[src/rtl/hecc_pkg.sv]
package hecc_pkg;

    typedef enum logic [1:0] {
        HS_NONE    = 2'b00,
        HS_CORR    = 2'b01,
        HS_UNCORR  = 2'b10,
        HS_CODEERR = 2'b11
    } hecc_status_e;

    typedef enum logic {
        ST_IDLE   = 1'b0,
        ST_REPORT = 1'b1
    } hecc_state_e;

    localparam int unsigned HECC_BIT_W = 3;

endpackage

[src/rtl/hecc_syndrome.sv]
module hecc_syndrome #(
    parameter int unsigned SYN_W = 24,
    parameter int unsigned CNT_W = $clog2(SYN_W + 1)
) (
    input  logic [SYN_W-1:0]   calc_code,
    input  logic [SYN_W-1:0]   stored_code,
    output logic [CNT_W-1:0]   ones,
    output logic [SYN_W/2-1:0] odd_bits
);
    localparam int unsigned HALF = SYN_W / 2;

    logic [SYN_W-1:0] syn;

    assign syn = calc_code ^ stored_code;

    always_comb begin
        ones = '0;
        for (int i = 0; i < SYN_W; i++) begin
            ones = ones + {{(CNT_W-1){1'b0}}, syn[i]};
        end
    end

    for (genvar k = 0; k < HALF; k++) begin : g_odd
        assign odd_bits[k] = syn[2*k+1];
    end

endmodule

[src/rtl/hecc_classify.sv]
module hecc_classify
    import hecc_pkg::*;
#(
    parameter int unsigned SYN_W = 24,
    parameter int unsigned CNT_W = $clog2(SYN_W + 1)
) (
    input  logic [CNT_W-1:0] ones,
    output hecc_status_e     verdict
);
    localparam logic [CNT_W-1:0] SINGLE_ONES = CNT_W'(SYN_W / 2);
    localparam logic [CNT_W-1:0] BROKEN_MIN  = CNT_W'(SYN_W - 1);

    always_comb begin
        if (ones == '0)               verdict = HS_NONE;
        else if (ones >= BROKEN_MIN)  verdict = HS_CODEERR;
        else if (ones == SINGLE_ONES) verdict = HS_CORR;
        else                          verdict = HS_UNCORR;
    end

endmodule

[src/rtl/hecc_locate.sv]
module hecc_locate #(
    parameter int unsigned SYN_W  = 24,
    parameter int unsigned BIT_W  = 3,
    parameter int unsigned BYTE_W = SYN_W / 2 - BIT_W
) (
    input  logic [SYN_W/2-1:0] odd_bits,
    input  logic               repairable,
    output logic [BYTE_W-1:0]  byte_idx,
    output logic [BIT_W-1:0]   bit_idx
);
    always_comb begin
        if (repairable) begin
            bit_idx  = odd_bits[BIT_W-1:0];
            byte_idx = odd_bits[SYN_W/2-1:BIT_W];
        end else begin
            bit_idx  = '0;
            byte_idx = '0;
        end
    end

endmodule

[src/rtl/hecc_corrector.sv]
module hecc_corrector
    import hecc_pkg::*;
#(
    parameter int unsigned CODE_BYTES = 3,
    parameter int unsigned SYN_W      = 8 * CODE_BYTES,
    parameter int unsigned BYTE_W     = SYN_W / 2 - HECC_BIT_W
) (
    input  logic              clk,
    input  logic              rst_n,
    input  logic              start,
    input  logic [SYN_W-1:0]  calc_code,
    input  logic [SYN_W-1:0]  stored_code,
    output logic              done,
    output logic [1:0]        status,
    output logic [BYTE_W-1:0] byte_addr,
    output logic [HECC_BIT_W-1:0] bit_addr
);
    localparam int unsigned CNT_W = $clog2(SYN_W + 1);
    localparam int unsigned HALF  = SYN_W / 2;

    hecc_state_e           state_q, state_d;
    logic [CNT_W-1:0]      ones;
    logic [HALF-1:0]       odd_bits;
    hecc_status_e          verdict;
    logic [BYTE_W-1:0]     byte_nx;
    logic [HECC_BIT_W-1:0] bit_nx;
    hecc_status_e          status_q;

    hecc_syndrome #(.SYN_W(SYN_W), .CNT_W(CNT_W)) u_syn (
        .calc_code   (calc_code),
        .stored_code (stored_code),
        .ones        (ones),
        .odd_bits    (odd_bits)
    );

    hecc_classify #(.SYN_W(SYN_W), .CNT_W(CNT_W)) u_cls (
        .ones    (ones),
        .verdict (verdict)
    );

    hecc_locate #(.SYN_W(SYN_W), .BIT_W(HECC_BIT_W), .BYTE_W(BYTE_W)) u_loc (
        .odd_bits   (odd_bits),
        .repairable (verdict == HS_CORR),
        .byte_idx   (byte_nx),
        .bit_idx    (bit_nx)
    );

    always_comb begin
        state_d = state_q;
        unique case (state_q)
            ST_IDLE:   state_d = start ? ST_REPORT : ST_IDLE;
            ST_REPORT: state_d = start ? ST_REPORT : ST_IDLE;
            default:   state_d = ST_IDLE;
        endcase
    end

    always_ff @(posedge clk or negedge rst_n) begin
        if (!rst_n) state_q <= ST_IDLE;
        else        state_q <= state_d;
    end

    always_ff @(posedge clk or negedge rst_n) begin
        if (!rst_n) begin
            status_q  <= HS_NONE;
            byte_addr <= '0;
            bit_addr  <= '0;
        end else if (start) begin
            status_q  <= verdict;
            byte_addr <= byte_nx;
            bit_addr  <= bit_nx;
        end
    end

    assign done   = (state_q == ST_REPORT);
    assign status = status_q;

endmodule

[config.mk]
export PLATFORM = sky130hd
export DESIGN_NAME = hecc_corrector
export DESIGN_NICKNAME = d
export VERILOG_FILES = /design/src/rtl/hecc_pkg.sv /design/src/rtl/hecc_syndrome.sv /design/src/rtl/hecc_classify.sv /design/src/rtl/hecc_locate.sv /design/src/rtl/hecc_corrector.sv
export SDC_FILE = /design/constraint.sdc
export NUM_CORES = 1
export LEC_CHECK = 0
export ABC_AREA = 1
export CAP_MARGIN = 10
export CORE_ASPECT_RATIO = 0.6
export CORE_MARGIN = 4
export CORE_UTILIZATION = 32
export CTS_CLUSTER_SIZE = 30
export DETAILED_ROUTE_END_ITERATION = 6
export PLACE_DENSITY = 0.68
export SLEW_MARGIN = 20
export SYNTH_ARGS = -nofsm -noshare
export SYNTH_HDL_FRONTEND = slang
export SYNTH_SLANG_ARGS = --single-unit
[constraint.sdc]
create_clock -name clk -period 0.8 [get_ports clk]
set_input_delay 0.12 -clock clk [delete_from_list [all_inputs] [get_ports clk]]
set_output_delay 0.12 -clock clk [all_outputs]
set_load 0.02 [all_outputs]
======== Word-level counts from Yosys, hierarchy flattened ========
Cells that the tools add are included.
W data, S select, Z words.
storage, ports and cells
  flip-flop bits (word level) ............. 15
  logic and storage cells ................. 38
  input port bits ......................... 51
  output and inout bits ................... 15
operators by class
  bitwise gates (word level) .............. 1
  equal/unequal tests ..................... 2
  add/sub/neg operators ................... 23
  multiplexer cells ....................... 6
  order comparisons ....................... 1
  reductions and logical operators ........ 1
operator list
  cell                  number
  $add A5 B1 Y5         22
  $xor A24 B24 Y24      1
  $mux W9               1
  $mux W2               3
  $eq A5 B4 Y1 const B  1
  $ge A5 B5 Y1 const B  1
  $logic_not A5 Y1      1
  $mux W3               1
  $add A1 B1 Y2         1
  $eq A2 B1 Y1 const B  1
  $mux W1               1

======== Longest topological paths before layout ========
Gate-level depths: netlist of the first run.
  depth in word-level cells ............... 30
  depth in mapped cells ................... 21
  gate-level depth less buffers ........... 21

======== Modules after synthesis ========
Synthesis of the first run repeated with hierarchy kept, for this count alone.
unflattened totals
  cells, all modules ...................... 192
  area total of the unflattened synthesis .. 1527.7 um^2
by module, submodules not included
  module          area an instance (um^2)  cells an instance  instances  sequential area each (um^2)
  hecc_syndrome   792.0                    88                 1          0.0
  hecc_corrector  563.0                    62                 1          375.4
  hecc_locate     101.3                    25                 1          0.0
  hecc_classify   71.3                     17                 1          0.0

======== Worst setup path before layout of the first run ========
No wires, ideal clock.
  path type ............................... input to register
  start point ............................. input stored_code[1]
  end point ............................... register status_q[1], in the netlist status[1]
  setup time .............................. 117 ps
  slack ................................... -4104 ps
  required time ........................... 683 ps
  stages .................................. 19
  data arrival time ....................... 4787 ps
  buffers on the path ..................... 0
  path through ............................ xor2_1 -> ha_1 -> inv_1 -> fa_1 -> fa_1 -> fa_1 -> fa_1 -> inv_1 -> fa_1 -> inv_1 -> fa_1 -> fa_1 -> nand2_1 -> inv_1 -> nand3_4 -> nor2_8 -> nand2_8 -> nand3_1 -> nand2_1
on the way
  longest elaborated chain between the ends .. 28
  elaborated cells between the ends (all ways) .. 30
  those cells by class .................... add/sub (23); order compare (1); eq/ne (1); mux (3); bitwise (1); reduce/logical (1)
ends and longest elaborated chain
  what                                                  line                  text
  start, declared                                       hecc_corrector.sv:12  input logic [SYN_W-1:0] stored_code,
  $xor A24 B24 Y24 (*)                                  hecc_syndrome.sv:14   assign syn = calc_code ^ stored_code;
  $add A1 B1 Y2 (*)                                     hecc_syndrome.sv:19   ones = ones + {{(CNT_W-1){1'b0}}, syn[i]};
  $add A5 B1 Y5 (*) (22 in a row)                       hecc_syndrome.sv:19
  branches (longest 3 deep; another with $ge A5 B5 Y1)  -
  $mux W2 (*)                                           hecc_classify.sv:14   if (ones == '0) verdict = HS_NONE;
  end signal, assigned                                  hecc_corrector.sv:68  status_q <= verdict;
  end, declared                                         hecc_corrector.sv:27  hecc_status_e status_q;
Mark *: on every way between the ends.
A chain may end at the register's enable or synchronous reset.

======== Worst setup path after layout of the first run ========
  start point ............................. input stored_code[1]
  end point ............................... register byte_addr[5]
on the way
  longest elaborated chain between the ends .. 30
  elaborated cells between the ends (all ways) .. 32
  those cells by class .................... add/sub (23); order compare (1); eq/ne (2); mux (4); bitwise (1); reduce/logical (1)
ends and longest elaborated chain
  what                                                  line                  text
  $xor A24 B24 Y24 (*)                                  hecc_syndrome.sv:14
  $add A1 B1 Y2 (*)                                     hecc_syndrome.sv:19
  $add A5 B1 Y5 (*) (22 in a row)                       hecc_syndrome.sv:19
  branches (longest 3 deep; another with $ge A5 B5 Y1)  -
  $mux W2 (*)                                           hecc_classify.sv:14
  $eq A2 B1 Y1 (*)                                      hecc_corrector.sv:43  .repairable (verdict == HS_CORR),
  $mux W9 (*)                                           hecc_locate.sv:12     if (repairable) begin
  end signal, assigned                                  hecc_corrector.sv:69  byte_addr <= byte_nx;
  end, declared                                         hecc_corrector.sv:15  output logic [BYTE_W-1:0] byte_addr,
Marked as above.

==> results of run 1 <==
## how the worst max path moves through the flow
stage	end	slack [ns]	depth (start not counted)
2_1_floorplan	bit_addr[1]$_DFFE_PN0P_	-3.74	20
3_3_place_gp	bit_addr[1]$_DFFE_PN0P_	-4.31	21
3_5_place_dp	bit_addr[1]$_DFFE_PN0P_	-4.43	21
4_1_cts	byte_addr[3]$_DFFE_PN0P_	-4.10	21
5_1_grt	bit_addr[1]$_DFFE_PN0P_	-4.01	21
6_report	byte_addr[5]$_DFFE_PN0P_	-3.80	21
## metrics by stage
step / hold slack (ns) / setup slack, ns / area [µm²]
5_1_grt: 0.212 / -4.01 / 2680
3_3_place_gp: 0.468 / -4.31 / 2440
4_1_cts: 0.209 / -4.10 / 2560
3_5_place_dp: 0.464 / -4.43 / 2440
2_1_floorplan: -0.176 / -3.74 / 1540
6_report: 0.209 / -3.80 / 2680
## cell families (layout without fill, tap and decap cells)
kind of cell	after synthesis	after routing	share of synthesized area
fa+ha+maj	24	24	0.280
compound gates	7	7	0.0229
xor+xnor	24	24	0.138
buf+inv	35	131	0.0885
simple gates	66	67	0.225
flops	15	15	0.246
## critical path, cell delays in order
cell and delay, ns:
buf_6 0.09, xor2_2 0.17, ha_1 0.30, inv_2 0.06, fa_1 0.41, fa_1 0.51, fa_1 0.43, fa_1 0.50
inv_2 0.04, fa_1 0.50, inv_2 0.04, fa_2 0.35, fa_1 0.54, nand2_1 0.07, inv_2 0.07, nand3_4 0.08
nor2_8 0.19, nand2_8 0.10, nor2_4 0.08, nand2_1 0.05, nand2_1 0.06
## state kept, by name (all words and copies together), names as in the netlist
| signal | count |
|---|---|
| status | 2 |
| bit_addr | 3 |
| byte_addr | 9 |
| done | 1 |
## cell type report
type	count	area share
clock buffer	4	0.0168
inverter	33	0.0463
multi-input combinational	122	0.428
sequential	15	0.140
tap	63	0.0295
timing repair buffer	94	0.339
## layer usage
layer  wire [µm]  vias up  track usage
met5           0        -            0
met4           8        0       0.0180
met3         318        2       0.0419
li1            -      702            -
met1        1810      608        0.188
met2        1740       57        0.225
## Yosys cell counts
cell / count / area share
a21oi_1: 2 / 0.0066
buf_4: 1 / 0.0049
clkbuf_1: 1 / 0.0025
clkinv_1: 1 / 0.0025
dfrtp_1: 15 / 0.25
fa_1: 17 / 0.22
ha_1: 7 / 0.057
inv_1: 31 / 0.076
inv_2: 1 / 0.0025
nand2_1: 40 / 0.098
nand2_2: 2 / 0.0082
nand2_4: 1 / 0.0074
nand2_8: 1 / 0.013
nand3_1: 10 / 0.033
nand3_2: 1 / 0.0066
nand3_4: 1 / 0.011
nor2_1: 2 / 0.0049
nor2_2: 7 / 0.029
nor2_8: 1 / 0.013
o21ai_1: 5 / 0.016
xnor2_1: 20 / 0.11
xor2_1: 4 / 0.023
## repair_timing
item | CTS | global route
buffers inserted | 3 | 3
hold buffers | 0 | 0
endpoints found under the setup margin | 29 | 29
gates cloned | 1 | 0
gates resized for setup | 122 | 29
pin swaps | 26 | 25
==> impl_metrics.json, run 1 <==
{
  "layout_common_cells": "37 x nand2_1, 30 x clkdlybuf4s50_1, 28 x buf_4",
  "rows": 19,
  "dp.cells": 320,
  "grt_pass1_wl_um": 6470,
  "multiInputGateArea_mm2": 0.00115,
  "io_pins": 66,
  "drc": 0,
  "reg2reg_from": "byte_addr[6]$_DFFE_PN0P_",
  "fin_util": 0.583,
  "die_w_um": 97.2,
  "period_needed_ns": 4.60,
  "fin_worst_skew_ns": 0,
  "vias_per_cell": 4.14,
  "ant_nets": 0,
  "violations": "negative setup slack",
  "ys.warnings.count": 0,
  "clkLatencyLatePin_ns": 0.24,
  "r2r_end": "byte_addr[6]$_DFFE_PN0P_",
  "syn_nets": 246,
  "synth.distinct_cells": 22,
  "instances_no_fill": 331,
  "wl_um": 3880,
  "area_growth_syn_to_layout_pct": 75.3,
  "grt-ovfl-total": 0,
  "critPathLaunch": "stored_code[1]",
  "cap_violations": 0,
  "grt_max_degree": 16,
  "place_congestion": 0.747,
  "num_antenna_cells": 0,
  "yosysSeqAreaShare": 0.246,
  "cts_root_buf": "clkbuf_8",
  "hpwlAfterDp_um": 3330,
  "drive_above_1_share": 0.340,
  "layout_commonest_cell": "nand2_1",
  "grt_usage": 0.137,
  "tightestPinTransition_ns": 0.458,
  "cts_buffer_depth": 2,
  "fin_crit_sh": 5.75,
  "slew_headroom": 0.693,
  "grt_pass1_vias": 1411,
  "ys_ff_latch": 15,
  "antenna_found_initial": 0,
  "register_area_um2": 375,
  "final_nets": 344,
  "vias": 1369,
  "crit_fanout": 6,
  "core_region_area_mm2": 0.00459,
  "die-area_mm2": 0.00598,
  "outcome": "finished with violations",
  "cp-start-kind": "input pin",
  "clkTransAtPathRegs_ns": 0.06,
  "drv_slew": 0,
  "ff2ff_setup_slack_ns": -0.04,
  "worstRegToRegCells": 4,
  "syn_inst": 171,
  "drt_iter0_drc": 75,
  "crit_arrival_ns": 4.79,
  "hp-class": "input pin to asynchronous set/reset pin",
  "finalSetupViolations": 29,
  "clock.fmax_mhz": 217,
  "portBuffers": 65,
  "die_h_um": 61.5,
  "routedWlPerCell_um": 11.7,
  "synth_area_mm2": 0.00153,
  "setup_slack_ns": -3.80,
  "fill_cells": 392,
  "cp.required_ns": 0.99,
  "start_util": 0.333,
  "cts_sinks": 15,
  "worstSetupPathType": "input pin to flop",
  "hold_viol_final": 0,
  "cts_tree": "done",
  "cp-end-kind": "flop",
  "avgSynthCellArea_um2": 8.93,
  "tns_ns": -54.20,
  "rsz0062_at_grt": "yes",
  "firstDrtPassIters": 6,
  "htreeDepth": 1,
  "cts_made_buffers": 3
}
Power of run 1 is not shown: default switching activity piles up to over one toggle a cycle in this logic, so the estimate is an artifact.
==> inputs of run 2 (changes only) <==
GPL_TIMING_DRIVEN = 0   (was default)
PLACE_DENSITY = default   (was 0.68)
PLACE_DENSITY_LB_ADDON = 0.1   (was default)
==> run 2 against run 1 <==
The run ends with negative hold slack, negative setup slack left. Clock skew unchanged. Register-to-register slack improved by 0.09 ns. Global-route usage is 1.4 points lower. Non-clock buffer count is 19 lower. Largest cell class unchanged. Critical endpoint is now byte_addr[3]$_DFFE_PN0P_. Worst hold slack got worse by 0.31 ns. Highest routed layer unchanged. Critical path type unchanged.
==> impl_metrics.json, run 2 (synthesized netlist as in run 1, its figures left out) <==
{
  "die-area_mm2": 0.00598,
  "fin_crit_sh": 5.82,
  "final_nets": 325,
  "drt_iter0_drc": 26,
  "rows": 19,
  "portBuffers": 65,
  "slew_headroom": 0.544,
  "drc": 0,
  "cp-end-kind": "flop",
  "hold_viol_final": 15,
  "fin_worst_skew_ns": 0,
  "num_antenna_cells": 0,
  "cp-start-kind": "input pin",
  "critPathLaunch": "stored_code[1]",
  "drv_slew": 0,
  "tightestPinTransition_ns": 0.683,
  "clock.fmax_mhz": 215,
  "largest_reg_flops": 9,
  "ff2ff_setup_slack_ns": 0.05,
  "cap_violations": 0,
  "layout_common_cells": "39 x nand2_1, 29 x clkdlybuf4s50_1, 25 x inv_1",
  "place_congestion": 0.723,
  "reg2reg_from": "bit_addr[2]$_DFFE_PN0P_",
  "violations": "negative hold slack, negative setup slack",
  "cts_sinks": 15,
  "htreeDepth": 1,
  "hpwlAfterDp_um": 3030,
  "vias_per_cell": 4.07,
  "cts_made_buffers": 3,
  "grt_usage": 0.124,
  "grt-ovfl-total": 0,
  "vias": 1270,
  "timing.hold.ws_ns": -0.104,
  "worstRegToRegCells": 3,
  "io_pins": 66,
  "period_needed_ns": 4.66,
  "cp-endpoint": "byte_addr[3]$_DFFE_PN0P_",
  "cts_buffer_depth": 2,
  "crit_fanout": 6,
  "ant_nets": 0,
  "firstDrtPassIters": 4,
  "hp-class": "input pin to asynchronous set/reset pin",
  "grt_pass1_wl_um": 5810,
  "crit_arrival_ns": 4.84,
  "die_w_um": 97.2,
  "worstSetupPathType": "input pin to flop",
  "wl_um": 3550,
  "outcome": "finished with violations",
  "core_region_area_mm2": 0.00459,
  "cp.required_ns": 0.98,
  "die_h_um": 61.5,
  "cts_hold_buffers": 0,
  "finalSetupViolations": 29,
  "cts_root_buf": "clkbuf_8",
  "antenna_found_initial": 0,
  "drive_above_1_share": 0.261,
  "cts_tree": "done",
  "routedWlPerCell_um": 11.4,
  "start_util": 0.333,
  "clkLatencyLatePin_ns": 0.24,
  "r2r_end": "bit_addr[2]$_DFFE_PN0P_",
  "rsz0062_at_grt": "yes",
  "layout_commonest_cell": "nand2_1",
  "grt_pass1_vias": 1288,
  "top_register": "byte_addr",
  "grt_max_degree": 16,
  "setup_slack_ns": -3.86,
  "clkTransAtPathRegs_ns": 0.06,
  "area_growth_syn_to_layout_pct": 63.6
}
-- run 2: cell types whose count changed in the layout (fill, tap and decap cells not counted), moves of 2 or more --
cell | previous run | this run
buf_4 | 28 | 9
nor2_2 | 3 | 6
nor2_4 | 4 | 1
clkbuf_2 | 2 | 0
clkdlybuf4s15_1 | 2 | 4
dlymetal6s2s_1 | 9 | 11
nand2_1 | 37 | 39
nand2_2 | 5 | 3
-- run 2: per-layer routing --
layer  wire length [µm]  up-vias  GRT usage
li1                   -      666          -
met1               1820      561      0.180
met2               1420       40      0.179
met3                294        3     0.0486
met4                 10        0     0.0120
met5                  0        -          0
-- run 2: how the worst min path moves through the flow --
stage                                  start  cells after the start  slack (ns)                        to
detailed placement  byte_addr[8]$_DFFE_PN0P_                      2        0.47  byte_addr[8]$_DFFE_PN0P_
global placement    byte_addr[3]$_DFFE_PN0P_                      2        0.47  byte_addr[3]$_DFFE_PN0P_
floorplan                              rst_n                      0       -0.18   bit_addr[0]$_DFFE_PN0P_
finish                                 rst_n                      1       -0.10  byte_addr[6]$_DFFE_PN0P_
CTS                             calc_code[1]                      5        0.27   bit_addr[0]$_DFFE_PN0P_
global route                           rst_n                      1       -0.03  byte_addr[6]$_DFFE_PN0P_
-- run 2: worst max-delay path: stages --
cell	delay [ns]
buf_6	0.09
xor2_2	0.16
ha_1	0.29
inv_2	0.04
fa_1	0.45
fa_1	0.51
fa_1	0.43
fa_1	0.52
inv_2	0.05
fa_1	0.49
inv_2	0.04
fa_2	0.39
fa_1	0.53
nand2_1	0.07
inv_2	0.07
nand3_4	0.08
nor2_8	0.19
nand2_4	0.11
nor2_2	0.11
nand2_1	0.05
nand2_1	0.05
-- run 2: what timing repair did --
| action | in CTS | in global routing |
|---|---|---|
| pin swaps | 20 | 22 |
| resized for setup | 119 | 24 |
| endpoints found under the hold margin | 0 | 15 |
| cloned | 1 | 0 |
| buffers inserted | 3 | 5 |
| endpoints found under the setup margin | 29 | 44 |
-- run 2: cell type report --
cell class                      instances  area (µm²)
Timing Repair Buffer                   73         753
Clock buffer                            4        45.0
Fill cell                             429        2090
Inverter                               33         124
Buffer                                  2        11.3
Multi-Input combinational cell        122        1110
Sequential cell                        15         375
Tap cell                               63        78.8
-- run 2: through the flow --
step	setup slack [ns]	area (µm²)	util	setup TNS [ns]	std cells
2_1_floorplan	-3.74	1540	-	-51.83	171
3_3_place_gp	-4.42	2270	0.494	-68.75	299
3_5_place_dp	-4.46	2270	0.494	-69.25	299
4_1_cts	-4.13	2380	0.519	-58.56	307
5_1_grt	-4.11	2500	0.544	-58.35	312
6_report	-3.86	2500	0.544	-54.72	312
Power of run 2 is left out for the same reason.
